`config.mk`:
```
export PLATFORM = sky130hd
export DESIGN_NAME = tdm_rx_mux
export DESIGN_NICKNAME = d
export VERILOG_FILES = /design/src/rtl/tdm_rx_pkg.sv /design/src/rtl/tdm_edge_sel.sv /design/src/rtl/tdm_bit_timer.sv /design/src/rtl/tdm_chan_buf.sv /design/src/rtl/tdm_bus_out.sv /design/src/rtl/tdm_rx_mux.sv
export SDC_FILE = /design/constraint.sdc
export NUM_CORES = 2
export LEC_CHECK = 0
export BUFFER_PORTS_ARGS = -buffer_cell sky130_fd_sc_hd__buf_2
export CORE_UTILIZATION = 45
export CTS_BUF_LIST = sky130_fd_sc_hd__clkbuf_4
export CTS_CLUSTER_SIZE = 12
export DETAILED_ROUTE_END_ITERATION = 8
export PLACE_DENSITY = 0.58
export SYNTH_ARGS = -nofsm -noshare
export SYNTH_HDL_FRONTEND = slang
export SYNTH_SLANG_ARGS = --single-unit
```
`constraint.sdc`:
```
create_clock -name clk -period 7.6 [get_ports clk]
set_clock_uncertainty 0.1 [all_clocks]
set_input_delay 0 -clock clk [delete_from_list [all_inputs] [get_ports clk]]
set_output_delay 0 -clock clk [all_outputs]
set_load 0.02 [all_outputs]
```
`src/rtl/tdm_rx_pkg.sv`:
```
package tdm_rx_pkg;

    localparam int NUM_FR_D   = 4;
    localparam int FR_BYTES_D = 26;
    localparam int OFS_W      = 7;
    localparam int CNT_W      = OFS_W + 3;
    localparam logic FILL_BIT = 1'b1;

    typedef logic [CNT_W-1:0] bitpos_t;

    // timing outcome of one core cycle
    typedef struct packed {
        logic    tick;
        logic    upd;
        logic    swap;
        logic    synced;
        bitpos_t bitn;
    } bit_tmg_t;

    // what one framer buffer offers for the current slot
    typedef struct packed {
        logic       hit;
        logic [7:0] data;
        logic [7:0] sig;
    } slot_rd_t;

    function automatic logic [OFS_W-1:0] slot_of(bitpos_t b);
        return b[CNT_W-1:3];
    endfunction

    function automatic logic [2:0] lane_of(bitpos_t b);
        return 3'd7 - b[2:0];
    endfunction

endpackage

```
`src/rtl/tdm_edge_sel.sv`:
```
module tdm_edge_sel (
    input  logic clk,
    input  logic rst,
    input  logic bus_clk,
    input  logic fp_fall_sel,
    input  logic out_rise_sel,
    output logic fp_ev,
    output logic out_ev
);
    logic bck_q;
    logic rise, fall;

    always_ff @(posedge clk) begin
        if (rst) bck_q <= 1'b0;
        else     bck_q <= bus_clk;
    end

    always_comb begin
        rise   = bus_clk & ~bck_q;
        fall   = ~bus_clk & bck_q;
        fp_ev  = fp_fall_sel ? fall : rise;
        out_ev = out_rise_sel ? rise : fall;
    end

endmodule

```
`src/rtl/tdm_bit_timer.sv`:
```
module tdm_bit_timer
    import tdm_rx_pkg::*;
(
    input  logic     clk,
    input  logic     rst,
    input  logic     fp_ev,
    input  logic     out_ev,
    input  logic     frame_pulse,
    input  logic     fp_inv,
    input  logic     mode_2x,
    input  logic     upd_second,
    input  logic     fp_fall_sel,
    input  logic     out_rise_sel,
    output bit_tmg_t tmg
);
    logic    synced_q, pend_q, ph_q;
    bitpos_t bit_q;

    logic    fp_hit, sync_now, sec_eff, nph;
    bitpos_t nbit;

    always_comb begin
        fp_hit   = fp_ev & (frame_pulse ^ fp_inv);
        sync_now = fp_hit | pend_q;
        // second-edge choice only counts when both edge selects agree
        sec_eff  = mode_2x & upd_second & (fp_fall_sel == out_rise_sel);
        if (sync_now) begin
            nbit = '0;
            nph  = 1'b0;
        end else if (mode_2x) begin
            nph  = ~ph_q;
            nbit = ph_q ? bitpos_t'(bit_q + 1'b1) : bit_q;
        end else begin
            nph  = 1'b0;
            nbit = bitpos_t'(bit_q + 1'b1);
        end
        tmg.tick   = out_ev & (synced_q | sync_now);
        tmg.upd    = tmg.tick & (nph == sec_eff);
        tmg.swap   = tmg.tick & (nbit == '0) & ~nph;
        tmg.synced = synced_q;
        tmg.bitn   = nbit;
    end

    always_ff @(posedge clk) begin
        if (rst) begin
            synced_q <= 1'b0;
            pend_q   <= 1'b0;
            ph_q     <= 1'b0;
            bit_q    <= '0;
        end else begin
            if (tmg.tick) begin
                bit_q    <= nbit;
                ph_q     <= nph;
                synced_q <= 1'b1;
            end
            if (out_ev)      pend_q <= 1'b0;
            else if (fp_hit) pend_q <= 1'b1;
        end
    end


    sync_restart_chk: assert property (@(posedge clk) disable iff (rst)
        out_ev && fp_hit |=> bit_q == '0 && ph_q == 1'b0);


    one_x_step_chk: assert property (@(posedge clk) disable iff (rst)
        tmg.tick && !mode_2x && !sync_now |=> bit_q == bitpos_t'($past(bit_q) + 1'b1));


    two_x_hold_chk: assert property (@(posedge clk) disable iff (rst)
        tmg.tick && mode_2x && !sync_now && !ph_q |=> bit_q == $past(bit_q) && ph_q);

endmodule

```
`src/rtl/tdm_chan_buf.sv`:
```
module tdm_chan_buf
    import tdm_rx_pkg::*;
#(
    parameter int FR_BYTES = FR_BYTES_D,
    parameter int STRIDE   = NUM_FR_D,
    localparam int ADDR_W  = $clog2(FR_BYTES)
) (
    input  logic              clk,
    input  logic              wr_en,
    input  logic [ADDR_W-1:0] wr_addr,
    input  logic [7:0]        wr_data,
    input  logic [7:0]        wr_sig,
    input  logic              wr_bank,
    input  logic              rd_bank,
    input  logic [OFS_W-1:0]  offset,
    input  logic [OFS_W-1:0]  slot,
    output slot_rd_t          rd
);
    localparam int DW = OFS_W + 1;

    logic [7:0] dmem [2][FR_BYTES];
    logic [7:0] smem [2][FR_BYTES];

    logic [DW-1:0]     diff, step;
    logic [ADDR_W-1:0] idx;

    always_ff @(posedge clk) begin
        if (wr_en && int'(wr_addr) < FR_BYTES) begin
            dmem[wr_bank][wr_addr] <= wr_data;
            smem[wr_bank][wr_addr] <= wr_sig;
        end
    end

    always_comb begin
        diff   = {1'b0, slot} - {1'b0, offset};
        step   = diff / DW'(STRIDE);
        idx    = step[ADDR_W-1:0];
        rd.hit = ~diff[DW-1] && ((diff % DW'(STRIDE)) == '0) && (step < DW'(FR_BYTES));
        if (rd.hit) begin
            rd.data = dmem[rd_bank][idx];
            rd.sig  = smem[rd_bank][idx];
        end else begin
            rd.data = '0;
            rd.sig  = '0;
        end
    end

endmodule

```
`src/rtl/tdm_bus_out.sv`:
```
module tdm_bus_out
    import tdm_rx_pkg::*;
#(
    parameter int NUM_FR = NUM_FR_D
) (
    input  logic             clk,
    input  logic             rst,
    input  logic             tick,
    input  logic             upd,
    input  bitpos_t          bitn,
    input  logic [OFS_W-1:0] first_ofs,
    input  slot_rd_t         rd [NUM_FR],
    output logic             sd_q,
    output logic             sig_q,
    output logic             fi_q
);
    logic [NUM_FR-1:0] hit_vec;
    logic              d_nxt, s_nxt, f_nxt;
    logic [2:0]        lane;

    always_comb begin
        lane  = lane_of(bitn);
        d_nxt = FILL_BIT;
        s_nxt = FILL_BIT;
        for (int k = NUM_FR - 1; k >= 0; k--) begin
            hit_vec[k] = rd[k].hit;
            if (rd[k].hit) begin
                d_nxt = rd[k].data[lane];
                s_nxt = rd[k].sig[lane];
            end
        end
        f_nxt = (bitn == {first_ofs, 3'b000});
    end

    always_ff @(posedge clk) begin
        if (rst) begin
            sd_q  <= FILL_BIT;
            sig_q <= FILL_BIT;
            fi_q  <= 1'b0;
        end else if (upd) begin
            sd_q  <= d_nxt;
            sig_q <= s_nxt;
            fi_q  <= f_nxt;
        end
    end


    single_owner_chk: assert property (@(posedge clk) disable iff (rst)
        tick |-> $onehot0(hit_vec));


    hold_between_chk: assert property (@(posedge clk) disable iff (rst)
        !upd |=> $stable(sd_q) && $stable(sig_q) && $stable(fi_q));

endmodule

```
`src/rtl/tdm_rx_mux.sv`:
```
module tdm_rx_mux
    import tdm_rx_pkg::*;
#(
    parameter int NUM_FR   = NUM_FR_D,
    parameter int FR_BYTES = FR_BYTES_D,
    localparam int ADDR_W  = $clog2(FR_BYTES)
) (
    input  logic                     clk,
    input  logic                     rst,
    input  logic                     bus_clk,
    input  logic                     frame_pulse,
    input  logic                     mode_2x,
    input  logic                     fp_fall_sel,
    input  logic                     out_rise_sel,
    input  logic                     upd_second,
    input  logic                     fp_inv,
    input  logic [NUM_FR*OFS_W-1:0]  fr_offset,
    input  logic [NUM_FR-1:0]        wr_en,
    input  logic [NUM_FR*ADDR_W-1:0] wr_addr,
    input  logic [NUM_FR*8-1:0]      wr_data,
    input  logic [NUM_FR*8-1:0]      wr_sig,
    output logic                     ser_data,
    output logic                     ser_sig,
    output logic                     frame_ind
);
    logic     fp_ev, out_ev;
    bit_tmg_t tmg;
    logic     bank_q, rd_sel;
    logic     fi_act;
    slot_rd_t rd [NUM_FR];

    tdm_edge_sel edge_i (
        .clk         (clk),
        .rst         (rst),
        .bus_clk     (bus_clk),
        .fp_fall_sel (fp_fall_sel),
        .out_rise_sel(out_rise_sel),
        .fp_ev       (fp_ev),
        .out_ev      (out_ev)
    );

    tdm_bit_timer timer_i (
        .clk         (clk),
        .rst         (rst),
        .fp_ev       (fp_ev),
        .out_ev      (out_ev),
        .frame_pulse (frame_pulse),
        .fp_inv      (fp_inv),
        .mode_2x     (mode_2x),
        .upd_second  (upd_second),
        .fp_fall_sel (fp_fall_sel),
        .out_rise_sel(out_rise_sel),
        .tmg         (tmg)
    );

    // shown bank; flips at each frame start
    always_ff @(posedge clk) begin
        if (rst)           bank_q <= 1'b0;
        else if (tmg.swap) bank_q <= ~bank_q;
    end
    assign rd_sel = tmg.swap ? ~bank_q : bank_q;

    for (genvar k = 0; k < NUM_FR; k++) begin : g_fr
        tdm_chan_buf #(.FR_BYTES(FR_BYTES), .STRIDE(NUM_FR)) buf_i (
            .clk    (clk),
            .wr_en  (wr_en[k]),
            .wr_addr(wr_addr[k*ADDR_W +: ADDR_W]),
            .wr_data(wr_data[k*8 +: 8]),
            .wr_sig (wr_sig[k*8 +: 8]),
            .wr_bank(~bank_q),
            .rd_bank(rd_sel),
            .offset (fr_offset[k*OFS_W +: OFS_W]),
            .slot   (slot_of(tmg.bitn)),
            .rd     (rd[k])
        );
    end

    tdm_bus_out #(.NUM_FR(NUM_FR)) out_i (
        .clk      (clk),
        .rst      (rst),
        .tick     (tmg.tick),
        .upd      (tmg.upd),
        .bitn     (tmg.bitn),
        .first_ofs(fr_offset[OFS_W-1:0]),
        .rd       (rd),
        .sd_q     (ser_data),
        .sig_q    (ser_sig),
        .fi_q     (fi_act)
    );

    assign frame_ind = fi_act ^ fp_inv;


    idle_fill_chk: assert property (@(posedge clk) disable iff (rst)
        !tmg.synced |-> ser_data == FILL_BIT && ser_sig == FILL_BIT && !fi_act);


    swap_flip_chk: assert property (@(posedge clk) disable iff (rst)
        tmg.swap |=> bank_q != $past(bank_q));

endmodule

```
### Yosys cells after proc, flatten, opt, wreduce, memory -nomap -nowiden

Memory sizes are Yosys's and may differ from the RTL's.
Cells that the tools add are included.

| operators by class | value |
|---|---|
| $add $sub $neg | 6 |
| $lt $le $gt $ge | 21 |
| eq/ne operators | 3 |
| mux-type cells | 76 |
| bitwise operators | 30 |
| reduce and logical (&&, ||, !) cells | 22 |

Operators by type and width:

| kind | count |
|---|---|
| $mux W208 | 4 |
| $bmux W8 S5 | 8 |
| $demux W8 S5 | 4 |
| $mux W8 | 20 |
| $mux W16 | 4 |
| $ge A6 B6 Y1 const B | 8 |
| $not A5 Y6 | 8 |
| $logic_not A8 Y1 | 4 |
| $sub A7 B7 Y8 | 4 |
| $mux W10 | 3 |
| $mux W1 | 25 |
| $bmux W1 S3 | 8 |
| $lt A6 B1 Y1 const B | 4 |
| $lt A6 B5 Y1 const B | 4 |
| $lt A5 B5 Y1 const B | 4 |
| $logic_and A1 B1 Y1 | 16 |
| $add A10 B1 Y10 const B | 1 |
| $eq A10 B10 Y1 | 1 |
| $logic_not A10 Y1 | 1 |
| $and A1 B1 Y1 | 9 |
| $not A1 Y1 | 9 |
| $lt A3 B4 Y1 const B | 1 |
| $sub A3 B3 Y3 const A | 1 |
| $eq A1 B1 Y1 | 2 |
| 3 further kinds | 5 |

| word-level totals | value |
|---|---|
| register bits after elaboration | 18 |
| memory bits (writable) | 3,328 |
| input port bits | 125 |
| output and inout port bits | 3 |
| word-level logic and storage cells | 175 |
| memories | 8 |

Memory list:

| memory | depth | width | rd ports | clocked after Yosys merged registers in | wr ports | line | text |
|---|---|---|---|---|---|---|---|
| g_fr[0].buf_i.dmem | 2 | 208 | 1 | 0 | 1 | tdm_chan_buf.sv:21 | `logic [7:0] dmem [2][FR_BYTES];` |
| g_fr[0].buf_i.smem | 2 | 208 | 1 | 0 | 1 | tdm_chan_buf.sv:22 | `logic [7:0] smem [2][FR_BYTES];` |
| g_fr[1].buf_i.dmem | 2 | 208 | 1 | 0 | 1 | tdm_chan_buf.sv:21 |  |
| g_fr[1].buf_i.smem | 2 | 208 | 1 | 0 | 1 | tdm_chan_buf.sv:22 |  |
| g_fr[2].buf_i.dmem | 2 | 208 | 1 | 0 | 1 | tdm_chan_buf.sv:21 |  |
| g_fr[2].buf_i.smem | 2 | 208 | 1 | 0 | 1 | tdm_chan_buf.sv:22 |  |
| +2 memories | -- | -- | -- | -- | -- | -- |  |

### Depth between registers and ports, before layout

An unclocked memory read counts as a cell.

| logic depth | value |
|---|---|
| depth after elaboration | 21 |
| depth in mapped cells | 24 |
| mapped depth without buffers | 21 |

### Hierarchy

From an unflattened synthesis, not the netlist that was laid out.

| second synthesis, totals | value |
|---|---|
| cell total of the unflattened synthesis | 6,510 |
| area, all modules | 133,222.8 um^2 |

By module, submodules not included:

| module | instances | cells an instance | area each (um^2) | sequential area each (um^2) |
|---|---|---|---|---|
| tdm_chan_buf (g_fr[2].buf_i ...) | 2 | 1,575 | 32,856.5 | 24,984.0 |
| tdm_chan_buf (g_fr[0].buf_i ...) | 2 | 1,577 | 32,842.7 | 24,984.0 |
| tdm_bit_timer | 1 | 120 | 879.6 | 260.2 |
| tdm_bus_out | 1 | 75 | 835.8 | 60.1 |
| tdm_edge_sel | 1 | 6 | 58.8 | 20.0 |
| tdm_rx_mux | 1 | 5 | 50.0 | 20.0 |

### Worst setup path before layout

OpenSTA, ideal clock, no wires.

| timing path | value |
|---|---|
| path kind | register to register |
| from | register edge_i.bck_q |
| to | register out_i.sig_q |
| library setup time | 81 ps |
| data arrival time | 5,043 ps |
| data required time | 7,419 ps |
| setup slack | 2,376 ps |
| stages on the path, launching flop included | 21 |
| path buffers | 6 |
| clock period less this slack | 5,224 ps |
| cell sequence | dfxtp_1 or3b_1 a21o_1 nand2_1 clkbuf_1 nor2_1 fa_1 xor2_1 buf_2 buf_2 buf_2 buf_2 clkbuf_1 nand2_1 nand3_1 nand3_1 a311oi_1 o21ai_0 a211oi_1 o2111ai_1 a41oi_1 |

| between the ends | value |
|---|---|
| word-level cells in the longest chain between the ends | 21 |
| elaborated cells on any way between the ends | 79 |
| those cells by class | add/sub (5); order compare (4); eq/ne (1); mux (33); bitwise (19); reduce/logical (13); memory (4) |

Ends and longest elaborated chain:

| what | line | text |
|---|---|---|
| from (decl) | tdm_edge_sel.sv:10 | `logic bck_q;` |
| from (signal assigned) | tdm_edge_sel.sv:15 | `else bck_q <= bus_clk;` |
| $not A1 Y1 | tdm_edge_sel.sv:19 | `rise = bus_clk & ~bck_q;` |
| $and A1 B1 Y1 | tdm_edge_sel.sv:19 |  |
| $mux W1 * | tdm_edge_sel.sv:21 | `fp_ev = fp_fall_sel ? fall : rise;` |
| $and A1 B1 Y1 * | tdm_bit_timer.sv:23 | `fp_hit = fp_ev & (frame_pulse ^ fp_inv);` |
| $or A1 B1 Y1 * | tdm_bit_timer.sv:24 | `sync_now = fp_hit \| pend_q;` |
| $mux W10 * | tdm_bit_timer.sv:27 | `if (sync_now) begin` |
| net g_fr[0].buf_i.slot[1] | tdm_chan_buf.sv:16 | `input logic [OFS_W-1:0] slot,` |
| $logic_not A10 Y1 | tdm_bit_timer.sv:39 | `tmg.swap = tmg.tick & (nbit == '0) & ~nph;` |
| (+3 left out) | -- |  |
| $mem_v2 Z2 W208 | -- |  |
| $bmux W8 S5 | tdm_chan_buf.sv:41 | `rd.sig = smem[rd_bank][idx];` |
| $mux W8 (implied by the code) (2 in a row) | tdm_chan_buf.sv:41 |  |
| $mux W16 | tdm_chan_buf.sv:39 | `if (rd.hit) begin` |
| $bmux W1 S3 | tdm_bus_out.sv:29 | `s_nxt = rd[k].sig[lane];` |
| $mux W1 (implied by the code) | tdm_bus_out.sv:29 |  |
| $mux W1 (3 in a row) | tdm_bus_out.sv:27 | `if (rd[k].hit) begin` |
| $mux W1 * | tdm_bus_out.sv:27 |  |
| to (signal assigned) | tdm_bus_out.sv:42 | `sig_q <= s_nxt;` |
| to (decl) | tdm_bus_out.sv:14 | `output logic sig_q,` |

The timed path passes the listed nets; every way through them passes the cells marked *. The select of a mux whose other input is x is not followed.
A chain may end at the register's enable or synchronous reset.

### Final worst setup path

| timing path | value |
|---|---|
| from | input port frame_pulse |
| to | register out_i.sd_q |

| between the ends | value |
|---|---|
| word-level cells in the longest chain between the ends | 19 |
| elaborated cells on any way between the ends | 75 |
| those cells by class | add/sub (5); order compare (4); eq/ne (1); mux (31); bitwise (17); reduce/logical (13); memory (4) |

Ends and longest elaborated chain:

| what | line | text |
|---|---|---|
| from (decl) | tdm_rx_mux.sv:11 | `input logic frame_pulse,` |
| $xor A1 B1 Y1 * | tdm_bit_timer.sv:23 |  |
| $and A1 B1 Y1 * | tdm_bit_timer.sv:23 |  |
| $or A1 B1 Y1 * | tdm_bit_timer.sv:24 |  |
| $mux W10 * | tdm_bit_timer.sv:27 |  |
| net g_fr[0].buf_i.slot[2] | tdm_chan_buf.sv:16 |  |
| $logic_not A10 Y1 | tdm_bit_timer.sv:39 |  |
| $and A1 B1 Y1 (2 in a row) | tdm_bit_timer.sv:39 |  |
| $mux W1 | -- |  |
| $mem_v2 Z2 W208 | -- |  |
| $bmux W8 S5 | tdm_chan_buf.sv:40 | `rd.data = dmem[rd_bank][idx];` |
| $mux W8 (implied by the code) (2 in a row) | tdm_chan_buf.sv:40 |  |
| $mux W16 | tdm_chan_buf.sv:39 |  |
| $bmux W1 S3 | tdm_bus_out.sv:28 | `d_nxt = rd[k].data[lane];` |
| $mux W1 (implied by the code) | tdm_bus_out.sv:28 |  |
| $mux W1 (3 in a row) | tdm_bus_out.sv:27 |  |
| $mux W1 * | tdm_bus_out.sv:27 |  |
| to (signal assigned) | tdm_bus_out.sv:41 | `sd_q <= d_nxt;` |
| to (decl) | tdm_bus_out.sv:13 | `output logic sd_q,` |

Marked as above.

==> impl_metrics.yaml <==
status:
  run_status: "completed"
yosys:
  ys_top_cells_by_count: "3328 x edfxtp_1, 2034 x nand2_1, 803 x nand3_1"
  synth_enable_flop_cells: 3328
  synthesis.area_per_instance_um2: 14.2
  yosys.cell_types.count: 99
  synth_ff_type: "edfxtp_1"
  synth.yosys.warnings: 0
  netlist_instances: 9624
  leading_cell_type_by_number_of_instances_after_synthesis: "edfxtp_1"
  post-synth-top-area-fraction: 0.732
  ys_top_cells_by_area: "edfxtp_1 73%, nand2_1 5.6%, mux2i_1 3.3%"
  async_flop_share: 0
  synthDominantAreaCellType: "edfxtp_1"
  yosysSeqAreaShare: 0.735
  yosys_register_bits: 3346
  synthesis.nets: 9782
  post_synth_instance_area_um2: 137000
cells_and_area:
  final_layout_size_suffix_gt1_frac: 0.197
  fin_cells: 15400
  fin_nets: 11000
  area.growth.synth_to_final_pct: 16.6
  layout.cell_area.non_filler_um2: 159000
clocking:
  clock_insertion_delay_worst_skew_ps: 1610
  cts_tree: "done"
  clk_path_buf_depth: 4
  cts_buffers: 850
  clk_transition_reported_paths_ps: 60
  cts.sinks: 3346
  htreeDepth: 6
  cts_root_buf: "clkbuf_4"
flow_run:
  max-cap-violations: 0
routing:
  met1_length_um: 176000
  drtAntennaViolNets: 0
  detailroute.via_count: 92800
  initialDrtViolationCount: 11500
  firstDrtPassIters: 8
  via_per_inst: 6.02
  routed_wl_um: 445000
  wire_per_inst_um: 28.9
  drt_drc_violations_left: 0
  top_routing_layer_in_use: "met5"
  wl_met3_um: 46100
  dr_wl_met2_um: 203000
placed_design:
  place_area_um2: 144000
  place.detailed.instances: 13600
  dp_slack_ps: 268
  io_buffers: 127
  dpl.hpwl_um: 256000
  gp_routability_congestion: 0.917
floorplan:
  die_area_um2: 306000
  fp-row-count: 201
  initial_utilization: 0.454
  number_of_i_o_pins: 128
  die_w_um: 553
  die_height_um: 553
  core_area_um2: 301000
timing:
  worst_path_setup_slack_after_routing_ps: 232
  slew_headroom: 0.0831
  tns_ps: 0
  tightest_slew_ps: 1370
  ratio_of_final_minimum_period_to_clock_period: 0.969
  number_of_max_slew_violations_in_the_final_report: 0
  rsz_0062_raised_after_global_routing: "no"
  period_minus_slack_ps: 7370
  timing.fmax_ghz: 0.136
  finalHoldViolCount: 0
  report.final.setup_viol: 0
grt:
  first_pass_grt_wire_length_um: 636000
  antenna_violations_before_repair: 27
  grt_use_total: 0.285
  grt_overflow_total: 0
  grt_max_degree: 127
  first_global_vias: 89900
setup_path:
  critPathMaxFanout: 20
  timing.critical_path.to_type: "flip-flop"
  crit-reg2reg-capture: "out_i.sd_q"
  setup.worst_path.class: "in -> reg"
  regToRegStartpoint: "timer_i.bit_q[0]"
  critPathLaunchType: "input port"
  cp-startpoint: "frame_pulse"
  worstPathArrival_ps: 8780
  ff2ff_setup_slack_ps: 290
  worstRegToRegCells: 19
  timing.critical_path.required_ps: 9010
  critical_path.endpoint: "out_i.sd_q"
power_and_ir_drop:
  worst_ir_drop_vdd_uv: 153
  leakagePower_uw: 0.0545
  powerDensity_nw_per_um2: 245
hold_path:
  hp-class: "in -> reg"
[cells by family (layout without fill, tap and decap cells)]
logic type / count (synthesis) / after routing / synth area share
xor+xnor: 46 / 47 / 0.00295
fa+ha+maj: 33 / 33 / 0.00324
buf+inv: 649 / 2476 / 0.0215
flops: 3346 / 3346 / 0.735
simple gates: 3669 / 3669 / 0.117
other cells: 0 / 11 / 0
compound gates: 1270 / 1270 / 0.0627
mux: 611 / 611 / 0.0578
[layer usage]
layer | global-route usage | up-vias
met5 | 0 | -
met4 | 0.125 | 16
met3 | 0.0624 | 953
met2 | 0.439 | 5456
met1 | 0.391 | 46600
li1 | - | 39800
[report_power, final]
group	internal [uW]	switching, uW	leakage, uW
combinational	1080	2490	0.0181
clock	7800	7310	0.00631
sequential	20400	26.0	0.0301
total	29300	9820	0.0545
[flip-flops by register name (all words and copies together), names as in the netlist]
register and flops:
g_fr.buf_i.smem 1664, out_i.sig_q 1, out_i.fi_q 1, timer_i.bit_q 10
out_i.sd_q 1, bank_q 1, timer_i.synced_q 1, g_fr.buf_i.dmem 1664
edge_i.bck_q 1, timer_i.ph_q 1, timer_i.pend_q 1
[layout make-up]
class	count	area, um^2
Antenna cell	11	27.5
Clock buffer	1238	9290
Clock inverter	216	1300
Fill cell	25100	142000
Inverter	45	169
Multi-Input combinational cell	5630	33800
Sequential cell	3346	100000
Tap cell	3958	4950
Timing Repair Buffer	977	9340
[worst max-delay path, cell delays in order]
cell	delay, ps
dlygate4sd3_1	540
buf_2	120
dlygate4sd3_1	550
xnor2_1	270
dlygate4sd3_1	750
a21o_1	200
nand2_1	90
dlygate4sd3_1	570
nor2_2	430
ha_1	450
o21a_1	160
nor3_1	440
or2_2	480
buf_4	400
nand2_1	180
buf_4	270
nor3_1	360
a221o_1	230
nor4_1	130
nor4_1	480
o21bai_1	270
a22oi_1	680
buf_4	270
o22ai_1	90
a211oi_1	230
o21a_1	130
[cells in the final DEF, fill, tap and decap left out, types with 19 or more instances in the layout]
| master | count |
|---|---|
| and3_1 | 130 |
| a2111oi_0 | 29 |
| dlygate4sd3_1 | 333 |
| mux2i_1 | 446 |
| nor2_2 | 51 |
| a31oi_1 | 144 |
| mux4_2 | 139 |
| edfxtp_1 | 3328 |
| o31ai_1 | 23 |
| buf_12 | 41 |
| clkinv_1 | 143 |
| nor4_1 | 63 |
| nor3_1 | 81 |
| ha_1 | 29 |
| nor2_1 | 314 |
| o2111ai_1 | 19 |
| buf_16 | 49 |
| a41oi_1 | 26 |
| buf_4 | 427 |
| o211ai_1 | 42 |
| o221ai_1 | 26 |
| nand4_1 | 60 |
| o21ai_0 | 148 |
| clkbuf_4 | 1238 |
| nand3_1 | 803 |
| a211oi_1 | 58 |
| a22oi_1 | 26 |
| a221oi_1 | 34 |
| mux2_2 | 24 |
| o22ai_1 | 80 |
| a311oi_1 | 77 |
| nand2_1 | 2030 |
| buf_2 | 127 |
| inv_1 | 44 |
| a21oi_1 | 345 |
| or4_1 | 21 |
[what timing repair did]
item	4_1_cts	5_1_grt
resized for setup	0	11
hold buffers	389	1
buffers inserted	0	1
endpoints found under the setup margin	0	2
endpoints found under the hold margin	6674	1
[per-stage QoR]
step	total power, uW	hold slack [ps]	utilization
finish	39100	58.0	0.529
global route	40400	99.3	0.529
CTS	39300	0.982	0.529
detailed placement	24000	181	0.478
global placement	24000	168	0.478
floorplan	22500	-1.13	-
[how the worst min path moves through the flow]
stage	start	to	slack (ps)	cells after the start
floorplan	wr_data[0]	g_fr[0].buf_i.dmem[0][0]	-1	0
global placement	bus_clk	edge_i.bck_q	170	2
detailed placement	bus_clk	edge_i.bck_q	180	2
CTS	wr_sig[31]	g_fr[3].buf_i.smem[0][95]	1	4
global route	fr_offset[14]	out_i.sig_q	100	7
finish	fr_offset[15]	out_i.sig_q	60	8
Power figures use the tool's default switching activity.
